### src/rtl/cmpflag_pkg.sv
package cmpflag_pkg;
  typedef enum logic {
    SRC_A_ACC  = 1'b0,
    SRC_A_DATA = 1'b1
  } src_a_e;

  typedef enum logic [1:0] {
    SRC_B_DATA  = 2'b00,
    SRC_B_PROD  = 2'b01,
    SRC_B_ZERO  = 2'b10,
    SRC_B_ZERO2 = 2'b11
  } src_b_e;
endpackage

### src/rtl/cmpflag_widen.sv
module cmpflag_widen #(
  parameter int DATA_W = 48,
  parameter int COEF_W = 28,
  parameter int GUARD  = 5
) (
  input  logic [DATA_W-1:0]        d_in,
  output logic [DATA_W+COEF_W-1:0] w_out
);
  localparam int PAD = COEF_W - GUARD;
  // place word under guard bits of sign, pad fraction with zeros
  assign w_out = {{GUARD{d_in[DATA_W-1]}}, d_in, {PAD{1'b0}}};
endmodule

### src/rtl/cmpflag_opsel.sv
module cmpflag_opsel
  import cmpflag_pkg::*;
#(
  parameter int DATA_W = 48,
  parameter int COEF_W = 28,
  parameter int GUARD  = 5,
  localparam int ACC_W = DATA_W + COEF_W
) (
  input  src_a_e            a_sel,
  input  src_b_e            b_sel,
  input  logic [ACC_W-1:0]  acc_in,
  input  logic [DATA_W-1:0] br_in,
  input  logic [DATA_W-1:0] lr_in,
  input  logic [ACC_W-1:0]  mr_in,
  output logic [ACC_W-1:0]  op_a,
  output logic [ACC_W-1:0]  op_b
);
  logic [ACC_W-1:0] br_w, lr_w;

  cmpflag_widen #(.DATA_W(DATA_W), .COEF_W(COEF_W), .GUARD(GUARD)) u_wid_br (
    .d_in(br_in), .w_out(br_w)
  );
  cmpflag_widen #(.DATA_W(DATA_W), .COEF_W(COEF_W), .GUARD(GUARD)) u_wid_lr (
    .d_in(lr_in), .w_out(lr_w)
  );

  always_comb begin
    op_a = (a_sel == SRC_A_DATA) ? br_w : acc_in;
    unique case (b_sel)
      SRC_B_DATA: op_b = lr_w;
      SRC_B_PROD: op_b = mr_in;
      default:    op_b = '0;
    endcase
  end
endmodule

### src/rtl/cmpflag_magreg.sv
module cmpflag_magreg #(
  parameter int ACC_W = 76,
  localparam int NOPS = 2
) (
  input  logic             clk,
  input  logic             rst_n,
  input  logic             go,
  input  logic [ACC_W-1:0] op_a,
  input  logic [ACC_W-1:0] op_b,
  output logic [ACC_W-1:0] mag_a,
  output logic [ACC_W-1:0] mag_b,
  output logic             sign_b,
  output logic             stage_v
);
  logic [ACC_W-1:0] ops  [NOPS];
  logic [ACC_W-1:0] mags [NOPS];

  assign ops[0] = op_a;
  assign ops[1] = op_b;

  for (genvar i = 0; i < NOPS; i++) begin : g_mag
    logic [ACC_W-1:0] abs_c;
    // unsigned magnitude: the most negative value maps to 2^(ACC_W-1)
    assign abs_c = ops[i][ACC_W-1] ? (~ops[i] + 1'b1) : ops[i];
    always_ff @(posedge clk or negedge rst_n) begin
      if (!rst_n)  mags[i] <= '0;
      else if (go) mags[i] <= abs_c;
    end
  end

  always_ff @(posedge clk or negedge rst_n) begin
    if (!rst_n) begin
      sign_b  <= 1'b0;
      stage_v <= 1'b0;
    end else begin
      stage_v <= go;
      if (go) sign_b <= op_b[ACC_W-1];
    end
  end

  assign mag_a = mags[0];
  assign mag_b = mags[1];
endmodule

### src/rtl/cmpflag_decide.sv
module cmpflag_decide #(
  parameter int ACC_W = 76
) (
  input  logic             clk,
  input  logic             rst_n,
  input  logic             stage_v,
  input  logic [ACC_W-1:0] mag_a,
  input  logic [ACC_W-1:0] mag_b,
  input  logic             sign_b,
  output logic             flag,
  output logic             flag_valid
);
  logic next_flag;

  always_comb begin
    if (mag_a > mag_b)      next_flag = 1'b1;
    else if (mag_a < mag_b) next_flag = 1'b0;
    else                    next_flag = sign_b;
  end

  always_ff @(posedge clk or negedge rst_n) begin
    if (!rst_n) begin
      flag       <= 1'b0;
      flag_valid <= 1'b0;
    end else begin
      flag_valid <= stage_v;
      if (stage_v) flag <= next_flag;
    end
  end
endmodule

### src/rtl/cmpflag_unit.sv
module cmpflag_unit
  import cmpflag_pkg::*;
#(
  parameter int DATA_W = 48,
  parameter int COEF_W = 28,
  parameter int GUARD  = 5,
  localparam int ACC_W = DATA_W + COEF_W
) (
  input  logic              clk,
  input  logic              rst_n,
  input  logic              cmp_go,
  input  logic              a_sel,
  input  logic [1:0]        b_sel,
  input  logic [ACC_W-1:0]  acc_in,
  input  logic [DATA_W-1:0] br_in,
  input  logic [DATA_W-1:0] lr_in,
  input  logic [ACC_W-1:0]  mr_in,
  output logic              flag,
  output logic              flag_valid
);
  logic [ACC_W-1:0] op_a, op_b, mag_a, mag_b;
  logic             sign_b, stage_v;

  cmpflag_opsel #(.DATA_W(DATA_W), .COEF_W(COEF_W), .GUARD(GUARD)) u_opsel (
    .a_sel (src_a_e'(a_sel)),
    .b_sel (src_b_e'(b_sel)),
    .acc_in(acc_in),
    .br_in (br_in),
    .lr_in (lr_in),
    .mr_in (mr_in),
    .op_a  (op_a),
    .op_b  (op_b)
  );

  cmpflag_magreg #(.ACC_W(ACC_W)) u_mag (
    .clk    (clk),
    .rst_n  (rst_n),
    .go     (cmp_go),
    .op_a   (op_a),
    .op_b   (op_b),
    .mag_a  (mag_a),
    .mag_b  (mag_b),
    .sign_b (sign_b),
    .stage_v(stage_v)
  );

  cmpflag_decide #(.ACC_W(ACC_W)) u_dec (
    .clk       (clk),
    .rst_n     (rst_n),
    .stage_v   (stage_v),
    .mag_a     (mag_a),
    .mag_b     (mag_b),
    .sign_b    (sign_b),
    .flag      (flag),
    .flag_valid(flag_valid)
  );
endmodule

### config.mk
export PLATFORM = sky130hd
export DESIGN_NAME = cmpflag_unit
export DESIGN_NICKNAME = d
export VERILOG_FILES = /design/src/rtl/cmpflag_pkg.sv /design/src/rtl/cmpflag_widen.sv /design/src/rtl/cmpflag_opsel.sv /design/src/rtl/cmpflag_magreg.sv /design/src/rtl/cmpflag_decide.sv /design/src/rtl/cmpflag_unit.sv
export SDC_FILE = /design/constraint.sdc
export NUM_CORES = 1
export LEC_CHECK = 0
export ABC_AREA = 1
export BUFFER_PORTS_ARGS = -buffer_cell sky130_fd_sc_hd__buf_2
export CAP_MARGIN = 10
export CORE_MARGIN = 3
export CORE_UTILIZATION = 40
export CTS_CLUSTER_SIZE = 10
export DETAILED_ROUTE_END_ITERATION = 6
export GPL_TIMING_DRIVEN = 0
export PLACE_DENSITY = 0.62
export SLEW_MARGIN = 20
export SYNTH_ARGS = -nofsm -noshare
export SYNTH_HDL_FRONTEND = slang
export SYNTH_SLANG_ARGS = --single-unit
### constraint.sdc
create_clock -name clk -period 3.2 [get_ports clk]
set_input_delay 0.16 -clock clk [delete_from_list [all_inputs] [get_ports clk]]
set_output_delay 0.16 -clock clk [all_outputs]
set_load 0.05 [all_outputs]
==> flow_summary.toml <==
[cells_and_area]
diodes = 0
syn_to_final_growth_pct = 17.5
final_layout_size_suffix_gt1_share_pct = 15.3
fin_nets = 2978
stdcell_count = 3120

[worst_setup_path]
crit_type = "reg2reg"
rrSetupSlack_ns = 0.74
cp-startpoint = "u_mag.mag_a[75]$_DFFE_PN0P_"
cp-start-kind = "flip-flop"
crit_top_cell = "nand2_1"
cp_data_required_time_ns = 3.56
r2r-start = "u_mag.mag_a[75]$_DFFE_PN0P_"
endpoint_kind = "flip-flop"
path_max_fanout = 2
worstPathArrival_ns = 2.82
crit_path_top_delay_cell = "dfrtp_1"
crit_chain = "ha_1 -> nand2_1 -> nor2_1 -> nand2_1 -> nor3_1 -> nand4_1 -> nor2_1 -> nand2_1 -> nand2_1 -> nor2_1 -> nand2_1 -> nand2_1 -> nand2_1"
max_stage_delay_ns = 0.41

[timing]
fmax_mhz = 407
period_needed_ns = 2.46
fin_skew_ns = 0.00404
tightest_slew_ns = 0.945
setup_ws_ns = 0.742
relSlewSlack_pct = 37.0
hold_violations = 0
maxSlewViolCount = 0
finalSetupTns_ns = 0
final-setup-viol-count = 0
fin_crit_sh_pct = 76.8
rsz0062_at_grt = "no"

[floorplan]
die_h_um = 196
initial_core_util_pct = 40.7
rows = 69
io_pins = 256
dieArea_um2 = 38600
die_x_um = 196
design.core.area_um2 = 35700

[clocking]
clockRootBuffer = "clkbuf_16"
clock_latency_ns = 0.42
cts_resized = 0
numCtsBuffers = 17
cts_buffer_depth = 2
clk_transition_reported_paths_ns = 0.06
cts_max_level = 4
cts_sinks = 156
post_cts_buffers = 0
tritoncts = "yes"

[synth]
yosysMostFrequentCell = "nand2_1"
synth-main-ff-cell = "dfrtp_1"
synthDistinctLibCells = 40
ys_warn_count = 0
ys_seq_elements = 156
synth_top_cell_by_area = "dfrtp_1"
synth.area.top_cells = "dfrtp_1 27%, nand2_1 22%, nand3_1 7.0%, nor2_1 6.9%, ha_1 6.7%"
synth_edf_count = 0
postSynthAreaPerCell_um2 = 6.12
netlist.area_leader.share_pct = 26.9
yosysSeqAreaShare_pct = 26.9
syn_area_um2 = 14500
syn_nets = 2702
netlist_instances = 2370
synthArstFlopShare_pct = 100
yosys-top-cells-count = "854 x nand2_1, 266 x nor2_1, 219 x inv_1"

[pwr]
p_leak_nw = 8.96
power_density_nw_per_um2 = 422
ir_worst_vdd_uv = 383

[global_route]
grt_max_degree = 96
antenna_found_initial = 1
track_usage_pct = 27.5
grt_pass1_vias = 15600
grt_pass1_wl_um = 83200
grt-ovfl-total = 0

[routing]
wl_um = 54200
ant_nets = 0
wl_per_cell_um = 17.4
first_pass_iters = 6
drtIter0Drc = 1044
drcViolationCount = 0
dr_total_vias = 16400
avgViaCountPerCell = 5.26

[place]
gp_congestion = 0.959
dpl_worst_slack_ns = 0.575
place_inst = 3086
hpwl_um = 45700
portBuffers = 254

[hold_path]
hold_class = "in2reg"
hold_start = "mr_in[0]"

[outcome]
status = "completed"

[flow_run]
cap_violations = 0
-- path summary, 6_finish.rpt --
path,to,cells past startpoint
worst max-delay path,u_dec.flag$_DFFE_PN0P_,13
min in group asynchronous,u_mag.mag_a[8]$_DFFE_PN0P_,2
max in group asynchronous,u_mag.mag_b[50]$_DFFE_PN0P_,3
worst min-delay path,u_mag.mag_b[0]$_DFFE_PN0P_,3
worst min register to register,u_dec.flag_valid$_DFF_PN0_,0
worst max register to register,u_dec.flag$_DFFE_PN0P_,13
-- critical path, delay by kind of cell, from the launching register on --
family	cells	cell delay, ns
fa+ha+maj	1	0.31
simple gates	12	1.69
flops	1	0.41
-- report_power, final --
group	switching, W	leakage (nW)	internal, W
Sequential	0.000172	1.91	0.00226
Combinational	0.00169	6.74	0.000899
Clock	0.000884	0.304	0.00129
-- routing by layer --
metal	part of all wire, %	vias to the layer above	GRT usage (%)	wire length, µm
met3	5.1	55	3.71	2740
met5	0.024	-	0	13
li1	-	8176	-	-
met2	49	403	47.6	26400
met1	44	7787	37.0	24100
met4	1.7	2	5.25	928
-- per-stage QoR --
step / instance area [µm²] / utilization [%] / power, W / hold WS (ns)
2_1_floorplan: 14500 / - / 0.00412 / -0.136
3_3_place_gp: 16300 / 45.8 / 0.00495 / 0.329
3_5_place_dp: 16400 / 45.9 / 0.00504 / 0.128
4_1_cts: 17000 / 47.8 / 0.00722 / 0.0653
5_1_grt: 17000 / 47.8 / 0.00770 / 0.0682
6_report: 17000 / 47.8 / 0.00720 / 0.0758
-- registers in the layout, summed over array words and instances, names as in the netlist --
register / cells
u_dec.flag: 1
u_mag.mag_a: 76
u_mag.mag_b: 76
u_dec.flag_valid: 1
u_mag.stage_v: 1
u_mag.sign_b: 1
-- kinds of logic (layout without fill, tap and decap cells) --
logic type,count (synthesis),count (layout),synth area share (%)
buf+inv,319,608,9.30
simple gates,1442,1442,41.4
compound gates,299,299,11.1
flops,156,156,26.9
xor+xnor,76,76,4.59
fa+ha+maj,78,78,6.73
-- what timing repair did --
action | 4_1_cts | 5_1_grt
hold buffers | 2 | 0
endpoints found under the setup margin | 0 | 0
hold endpoints to repair | 62 | 0
-- placed cells by master, fill, tap and decap left out, types with 3 or more instances in the layout --
master,count
o211ai_1,3
clkinv_4,4
inv_2,14
nor2_1,266
clkbuf_16,17
nand2_2,21
xnor2_1,28
o21ai_2,10
nand3b_1,6
nand2_1,854
o21ai_0,157
a21o_1,3
nor2_2,14
nand3_2,4
buf_2,281
ha_1,78
buf_1,4
buf_6,10
a21oi_1,56
inv_1,219
buf_4,11
nand3_1,203
dfrtp_1,156
o21ai_1,53
nand4_1,61
xor2_1,48
nor3_1,6
clkbuf_1,33
nor2_4,4
bufinv_16,3
a31oi_1,6
-- final cells by class --
type                       count  area, µm²
fill                        3853      18600
clock inverter                13        180
buffer                        86        474
tap                          461        577
timing repair buffer         257       1330
multi-input combinational   1895       9250
inverter                     233        875
sequential                   156       3900
clock buffer                  19        453
No activity file was read; power rests on OpenSTA's default activity.
